`src/rtl/eth_led_pkg.sv`:
```
package eth_led_pkg;
  typedef enum logic [1:0] {
    LS_SOLID = 2'd0,
    LS_DARK  = 2'd1,
    LS_LIT   = 2'd2
  } lnk_state_t;
endpackage

```
`src/rtl/eth_led_mstick.sv`:
```
module eth_led_mstick #(
  parameter int unsigned CLK_HZ = 25_000_000
) (
  input  logic clk,
  input  logic rst_n,
  input  logic restart,
  output logic tick
);
  localparam int unsigned DIV = (CLK_HZ / 1000 > 0) ? CLK_HZ / 1000 : 1;
  localparam int unsigned CW  = (DIV > 1) ? $clog2(DIV) : 1;
  localparam logic [CW-1:0] LAST = CW'(DIV - 1);

  logic [CW-1:0] cnt_q, cnt_d;

  assign tick = (cnt_q == LAST);

  always_comb begin
    cnt_d = cnt_q;
    if (restart || tick) cnt_d = '0;
    else                 cnt_d = cnt_q + 1'b1;
  end

  always_ff @(posedge clk or negedge rst_n) begin
    if (!rst_n) cnt_q <= '0;
    else        cnt_q <= cnt_d;
  end

  generate
    if (DIV > 1) begin : g_chk
      AST_TICK_SINGLE: assert property (@(posedge clk) disable iff (!rst_n)
        tick |=> !tick);
    end
  endgenerate
endmodule

```
`src/rtl/eth_led_blink.sv`:
```
module eth_led_blink
  import eth_led_pkg::*;
#(
  parameter int unsigned BLINK_MS = 80
) (
  input  logic clk,
  input  logic rst_n,
  input  logic link_up,
  input  logic act,
  input  logic tick,
  output logic restart,
  output logic dark
);
  localparam int unsigned MSW = (BLINK_MS > 1) ? $clog2(BLINK_MS) : 1;
  localparam logic [MSW-1:0] MS_LAST = MSW'(BLINK_MS - 1);

  lnk_state_t     st_q, st_d;
  logic [MSW-1:0] ms_q, ms_d;
  logic           pend_q, pend_d;

  always_comb begin
    st_d    = st_q;
    ms_d    = ms_q;
    pend_d  = pend_q | act;
    restart = 1'b0;
    if (!link_up) begin
      st_d   = LS_SOLID;
      ms_d   = '0;
      pend_d = 1'b0;
    end else begin
      case (st_q)
        LS_SOLID: begin
          if (act || pend_q) begin
            st_d    = LS_DARK;
            ms_d    = '0;
            pend_d  = 1'b0;
            restart = 1'b1;
          end
        end
        LS_DARK, LS_LIT: begin
          if (tick) begin
            if (ms_q == MS_LAST) begin
              st_d = (st_q == LS_DARK) ? LS_LIT : LS_SOLID;
              ms_d = '0;
            end else begin
              ms_d = ms_q + 1'b1;
            end
          end
        end
        default: begin
          st_d = LS_SOLID;
          ms_d = '0;
        end
      endcase
    end
  end

  always_ff @(posedge clk or negedge rst_n) begin
    if (!rst_n) begin
      st_q   <= LS_SOLID;
      ms_q   <= '0;
      pend_q <= 1'b0;
    end else begin
      st_q   <= st_d;
      ms_q   <= ms_d;
      pend_q <= pend_d;
    end
  end

  assign dark = (st_q == LS_DARK);

  AST_DARK_FROM_SOLID: assert property (@(posedge clk) disable iff (!rst_n)
    (st_q == LS_DARK && $past(st_q) != LS_DARK) |-> $past(st_q) == LS_SOLID);
  AST_LIT_AFTER_DARK: assert property (@(posedge clk) disable iff (!rst_n)
    (st_q == LS_LIT && $past(st_q) != LS_LIT) |-> $past(st_q) == LS_DARK);
  AST_LINK_LOSS_IDLE: assert property (@(posedge clk) disable iff (!rst_n)
    !link_up |=> (st_q == LS_SOLID && !pend_q));
  AST_PHASE_BOUND: assert property (@(posedge clk) disable iff (!rst_n)
    ms_q <= MS_LAST);
endmodule

```
`src/rtl/eth_led_drv.sv`:
```
module eth_led_drv #(
  parameter int unsigned CLK_HZ   = 25_000_000,
  parameter int unsigned BLINK_MS = 80
) (
  input  logic clk,
  input  logic rst_n,
  input  logic led_en,
  input  logic link_up,
  input  logic spd_100,
  input  logic full_dup,
  input  logic aneg_busy,
  input  logic tx_act,
  input  logic rx_act,
  output logic spd_pull,
  output logic lnk_pull,
  output logic dup_pull
);
  logic [1:0] rsync_q;
  logic       rst_i_n;
  logic       tick, restart, dark;

  always_ff @(posedge clk or negedge rst_n) begin
    if (!rst_n) rsync_q <= 2'b00;
    else        rsync_q <= {rsync_q[0], 1'b1};
  end
  assign rst_i_n = rsync_q[1];

  eth_led_mstick #(.CLK_HZ(CLK_HZ)) i_tick (
    .clk     (clk),
    .rst_n   (rst_i_n),
    .restart (restart),
    .tick    (tick)
  );

  eth_led_blink #(.BLINK_MS(BLINK_MS)) i_blink (
    .clk     (clk),
    .rst_n   (rst_i_n),
    .link_up (link_up),
    .act     (tx_act | rx_act),
    .tick    (tick),
    .restart (restart),
    .dark    (dark)
  );

  assign spd_pull = led_en & link_up & spd_100 & ~aneg_busy;
  assign dup_pull = led_en & link_up & full_dup;
  assign lnk_pull = led_en & link_up & ~dark;

  AST_DARK_NEEDS_LINK: assert property (@(posedge clk) disable iff (!rst_i_n)
    dark |-> $past(link_up));
endmodule

```
`config.mk`:
```
export PLATFORM = sky130hd
export DESIGN_NAME = eth_led_drv
export DESIGN_NICKNAME = d
export VERILOG_FILES = /design/src/rtl/eth_led_pkg.sv /design/src/rtl/eth_led_mstick.sv /design/src/rtl/eth_led_blink.sv /design/src/rtl/eth_led_drv.sv
export SDC_FILE = /design/constraint.sdc
export NUM_CORES = 1
export LEC_CHECK = 0
export ABC_AREA = 1
export CAP_MARGIN = 20
export CORE_AREA = 2 2 55 57
export CTS_CLUSTER_SIZE = 40
export DETAILED_ROUTE_END_ITERATION = 16
export DIE_AREA = 0 0 57 59
export DONT_BUFFER_PORTS = 1
export PLACE_DENSITY = 0.81
export SLEW_MARGIN = 20
export SYNTH_ARGS = -nofsm -noshare
export SYNTH_HDL_FRONTEND = slang
export SYNTH_HIERARCHICAL = 1
export SYNTH_SLANG_ARGS = --single-unit
```
`constraint.sdc`:
```
create_clock -name clk -period 1.1 [get_ports clk]
set_clock_uncertainty 0.1 [all_clocks]
set_input_delay 0.11 -clock clk [delete_from_list [all_inputs] [get_ports clk]]
set_output_delay 0.11 -clock clk [all_outputs]
set_load 0.005 [all_outputs]
```
### After elaboration in Yosys (flattened, before gate mapping)

Cells that the tools add are included.
W data, S select, Z words.

* flip-flop bits (word level): 27
* bits in latches: 0
* memory bits (writable): 0
* bits in read-only memories: 0
* input bits: 9
* logic and storage cells: 47
* memories kept: 0

* add/subtract/negate cells: 2
* multipliers: 0
* div/mod/pow operators: 0
* magnitude comparators: 0
* equality and inequality tests: 7
* shifts and indexed selects: 0
* muxes and demuxes: 18
* bitwise logic cells: 9
* reduce and logical (&&, ||, !) cells: 6

Operator list (number)
* $mux W7: 4
* $add A15 B1 Y15 const B: 1
* $eq A15 B15 Y1 const B: 1
* $mux W15: 1
* $pmux W7 S2: 1
* $mux W2: 5
* $add A7 B1 Y7 const B: 1
* $eq A7 B7 Y1 const B: 1
* $mux W1: 6
* $ne A3 B2 Y1 const B: 2
* $and A1 B1 Y1: 5
* $pmux W2 S2: 1
* $ne A3 B3 Y1 const B: 1
* $reduce_and A3 Y1: 1
* $eq A2 B1 Y1 const B: 1
* $eq A2 B2 Y1 const B: 1
* $logic_not A2 Y1: 1
* $logic_or A1 B1 Y1: 2
* $not A1 Y1: 2
* $or A1 B1 Y1: 2
* $reduce_and A2 Y1: 1
* $reduce_or A2 Y1: 1

### Logic depth before layout (Yosys ltp)

* depth in word-level cells: 7
* depth in mapped cells: 12
* depth with buffers taken out: 12

### Cells and area by module

The synthesis kept the hierarchy.

Modules (own cells, without submodules)
* eth_led_mstick: instances 1, cells each 125, area each 928.4 um^2, sequential area each 375.4 um^2
* eth_led_blink: instances 1, cells each 83, area each 641.9 um^2, sequential area each 250.2 um^2
* eth_led_drv: instances 1, cells each 11, area each 86.3 um^2, sequential area each 50.0 um^2

### Worst setup path before layout

No wires, ideal clock.

* kind: register to register
* start: register i_tick.cnt_q[0]
* end: register i_blink.st_q[0]
* arrival time: 1.505 ns
* data required time: 0.883 ns
* slack: -0.621 ns
* cell stages (with the launch flop): 13
* cells stage by stage: dfrtp_1 > ha_1 > nand2_1 > nor3_1 > nand2_1 > nor3_1 > inv_1 > nand3_2 > nand2_4 > inv_4 > nand2_4 > nand2_1 > nand2_1

* word-level cells in the longest chain between the ends: 3

Ends and longest elaborated chain
* start: declaration: RTL line eth_led_mstick.sv:13 `logic [CW-1:0] cnt_q, cnt_d;`
* start signal: assignment: RTL line eth_led_mstick.sv:25 `else cnt_q <= cnt_d;`
* $eq A15 B15 Y1: RTL line eth_led_mstick.sv:15 `assign tick = (cnt_q == LAST);`
* named net tick: RTL line eth_led_drv.sv:20 `logic tick, restart, dark;`
* $ne A3 B3 Y1 (no source line)
* $reduce_and A3 Y1 (no source line)
* end signal: assignment: RTL line eth_led_blink.sv:64 `st_q <= st_d;`
* end: declaration: RTL line eth_led_blink.sv:17 `lnk_state_t st_q, st_d;`

The timed path passes the listed nets, and every way through them passes these cells.
A chain may end at the register's enable or synchronous reset.

### Worst setup path in the final report

* start: register i_tick.cnt_q[1]
* end: register i_blink.ms_q[5]

* word-level cells in the longest chain between the ends: 3

Ends and longest elaborated chain
* $eq A15 B15 Y1: RTL line eth_led_mstick.sv:15
* named net tick: RTL line eth_led_drv.sv:20
* $ne A3 B3 Y1 (no source line)
* $reduce_and A2 Y1 (no source line)
* end signal: assignment: RTL line eth_led_blink.sv:65 `ms_q <= ms_d;`
* end: declaration: RTL line eth_led_blink.sv:18 `logic [MSW-1:0] ms_q, ms_d;`

The timed path passes the listed nets, and every way through them passes these cells.

==> Implementation_results.wiki <==
{| class="wikitable"
! Metric !! Value
|-
| Detailed Route Iter0 Violations || 86
|-
| Placed cell areas || 1980 um^2
|-
| Power density over the cells || 1680 nW/um^2
|-
| Sequential-to-total area share from yosys stat || 0.408
|-
| Vias per cell || 5.67
|-
| Post-detailed-route wirelength per cell || 16.6 um
|-
| Share of final-layout standard cells stronger than drive strength 1 || 0.390
|-
| Initial Util || 0.611
|-
| Min Hold Slack || 0.0319 ns
|-
| Highest ir drop seen on vdd || 1.71 mV
|-
| Arrival time worst endpoint || 2.00 ns
|-
| Number of antenna violations at the first check in global routing || 0
|-
| Total inserted antenna cells || 0
|-
| M1 GR Usage || 0.304
|-
| Core box area || 2710 um^2
|-
| Clock root cell || sky130_fd_sc_hd__clkbuf_4
|-
| Combinational family with the most area after synthesis || simple AND/OR/NAND/NOR gates
|-
| Cell variety after synth || 26
|-
| Compound-Gate Fraction of Synth Area || 0.0249
|-
| Sink count of the clock tree || 27
|-
| CTS H-Tree Depth || 1
|-
| Std-Cell Rows || 19
|-
| Violated checks || setup timing
|-
| Final-report hold violation count || 0
|-
| Clk slew on worst S/H paths || 0.14 ns
|-
| Result of the run || finished, violations left
|-
| Xor-xnor portion of the synthesized cell area || 0.0317
|-
| Largest incremental delay on the critical path || 0.45 ns
|-
| Via count of the first global-routing pass || 1569
|-
| Final instance area || 2300 um^2
|-
| Post-Route WL || 4940 um
|-
| CP max FO || 5
|-
| Setup repair after global routing missed its margin || yes
|-
| Largest net degree at the start of global routing || 26
|-
| Most used flip-flop cell after synthesis || sky130_fd_sc_hd__dfrtp_1
|-
| Setup slack of the critical path after layout || -0.770 ns
|-
| HPWL after detailed placement || 2790 um
|-
| Ordered cell list for the critical path || ha_4 -> nand2_1 -> nor3_1 -> nand2_1 -> nor3_2 -> inv_1 -> nand3_4 -> buf_4 -> nand4_1 -> nand2_2 -> nor2_1
|-
| Leakage component of the power || 0.00105 uW
|-
| Met2 Usage GRT || 0.488
|-
| Wire length of the first global-routing pass || 6780 um
|-
| Top cell type by total area after synthesis || sky130_fd_sc_hd__dfrtp_1
|-
| Fraction of registers with async set/reset || 1.00
|-
| Simple-Gate Fraction of Synth Area || 0.415
|-
| Top-level port count || 12
|-
| Die extent in y || 59 um
|-
| Leading cell types by count after synthesis || sky130_fd_sc_hd__nand2_1 (50), sky130_fd_sc_hd__nor2_1 (37), sky130_fd_sc_hd__inv_1 (28), sky130_fd_sc_hd__dfrtp_1 (27), sky130_fd_sc_hd__nand3_1 (18)
|-
| Count of final max-slew check failures || 0
|-
| Multiplexer area fraction after synthesis || 0
|-
| Number of cells in the finished layout apart from fillers || 298
|-
| Class of the worst hold path || primary input to register
|-
| Final weighted congestion of routability-driven global placement || 0.916
|-
| Die width || 57 um
|-
| Yosys Warn Count || 6
|-
| Synth-to-Final Area Change || 39.1%
|-
| Busiest layer in global routing || met2
|-
| Synthesized area || 1660 um^2
|-
| Clock network latency to the later pin of the worst-skew pair || 0.32 ns
|-
| Count of flip-flops with a built-in enable after synthesis || 0
|-
| Post-placement setup slack || -0.599 ns
|-
| Max Buffers Root-to-Sink || 2
|-
| Max-cap check violation count || 0
|-
| Final worst path period share || 1.70
|-
| Number of buffers inserted by port buffering || 0
|-
| End-of-flow core utilization || 0.850
|-
| Grt total ovfl || 0
|-
| Setup CP Type || register to register
|-
| Post-Place Cells || 285
|-
| First-pass iteration count of the detailed router || 4
|-
| Number of filler instances in the final layout || 148
|-
| Required time at the worst-slack endpoint || 1.23 ns
|-
| Overall global routing resource usage || 0.265
|-
| Syn nets || 233
|-
| Leading post-synthesis cells by cell area || sky130_fd_sc_hd__dfrtp_1 (41%), sky130_fd_sc_hd__nand2_1 (11%), sky130_fd_sc_hd__nor2_1 (8.4%)
|-
| Most frequent cell after synthesis || sky130_fd_sc_hd__nand2_1
|-
| Synthesis-stage register bit count || 27
|-
| CP max stage cell || sky130_fd_sc_hd__dfrtp_1
|-
| Highest clock rate || 535 MHz
|-
| Clock period minus final worst setup slack || 1.87 ns
|-
| Per-instance average area after synthesis || 7.56 um^2
|-
| Share of synthesized cell area in full adder, half adder and majority cells || 0.0378
|-
| Share of the synthesized area in the top cell type || 0.408
|-
| Cell class contributing the biggest share of worst-path delay || simple AND/OR/NAND/NOR gates
|-
| Kind of start point of the critical path || register
|-
| Synthesized instance count || 219
|-
| GR Layer Usage met3 || 0.0284
|-
| Vias post-DR || 1689
|-
| Final setup violation count || 25
|-
| Detail Route Antenna Nets || 0
|-
| Sort of element at the end of the critical path || register
|-
| Most used cell along the critical path || sky130_fd_sc_hd__nand2_1
|-
| Clock buffers created by TritonCTS || 3
|-
| Total buffers and inverters traversed by the critical path || 2
|-
| Total Die Area || 3360 um^2
|-
| TritonCTS clock tree || built
|-
| DRC violation count after routing || 0
|-
| Count of nets after finishing || 282
|}
## kinds of logic (layout without fill, tap and decap cells)
| family | count (synthesis) | in the layout |
|---|---|---|
| AOI/OAI and AO/OA | 7 | 7 |
| xor gates and xnor gates | 6 | 6 |
| adders and majority gates | 5 | 5 |
| buffers and inverters | 33 | 80 |
| DFF | 27 | 27 |
| other | 1 | 1 |
| and+or+nand+nor | 140 | 141 |
## power by group
| group | leakage (uW) | internal (uW) | switching [uW] |
|---|---|---|---|
| logic | 0.000666 | 958 | 1220 |
| registers | 0.000365 | 1130 | 123 |
| clock network | 0.0000150 | 142 | 285 |
| total | 0.00105 | 2230 | 1630 |
## final cells by class
class	count	area (um^2)	share of cell area
clock buffer	4	26.3	0.0114
tap	31	38.8	0.0168
multi-input combinational	160	1080	0.467
timing repair buffer	44	357	0.155
inverter	32	130	0.0565
sequential	27	676	0.293
## layer usage
layer | vias to the layer above | wire length, um
li1 | 778 | -
met1 | 805 | 1730
met2 | 76 | 2690
met3 | 30 | 229
met4 | 0 | 286
met5 | - | 0
## through the flow
stage	TNS [ns]	total power (uW)
3_5_place_dp	-9.70	2720
4_1_cts	-9.94	3300
5_1_grt	-14.09	4080
3_3_place_gp	-8.75	2660
2_1_floorplan	-6.66	2220
6_report	-12.91	3860
## cell usage in the layout (no fill, tap or decap), drive strengths merged
cell type    count
inv             32
ha               5
nand3b           1
buf             41
o21bai           1
nand2           59
clkbuf           4
nand4            9
a21oi            3
dlygate4sd3      3
nor3b            1
xor2             4
nor2            47
nand3           21
o21ai            3
dfrtp           27
nor3             2
conb             1
or2              1
xnor2            2
## final timing paths
path / from / endpoint / slack [ns] / cells past startpoint
setup / recovery: i_tick/cnt_q[1] / i_blink/ms_q[5] / -0.77 / 11
hold / removal: link_up / i_blink/ms_q[0] / 0.03 / 5
setup reg to reg: i_tick/cnt_q[1] / i_blink/ms_q[5] / -0.77 / 11
hold reg to reg: rsync_q[1] / i_blink/ms_q[0] / 0.15 / 1
max in group asynchronous: rst_n / rsync_q[1] / 0.30 / 2
min in group asynchronous: rsync_q[1] / i_blink/ms_q[0] / 0.15 / 1
## registers in the layout, indices dropped and copies added, names as in the netlist
register,count
i_tick/cnt_q,15
i_blink/ms_q,7
i_blink/st_q,2
rsync_q,2
i_blink/pend_q,1
## timing repair
item,CTS,global route
setup endpoints to repair,25,25
buffers inserted,1,5
gates cloned,1,0
hold endpoints to repair,4,0
pin swaps,3,11
resized for setup,12,44
hold buffers,3,0
## tightest hold or removal path: stages
cell and delay [ns]:
sky130_fd_sc_hd__nand2_1 0.06, sky130_fd_sc_hd__buf_4 0.11, sky130_fd_sc_hd__nor2_1 0.05, sky130_fd_sc_hd__nand3_2 0.06
sky130_fd_sc_hd__o21ai_1 0.05
Power figures use the tool's default switching activity.
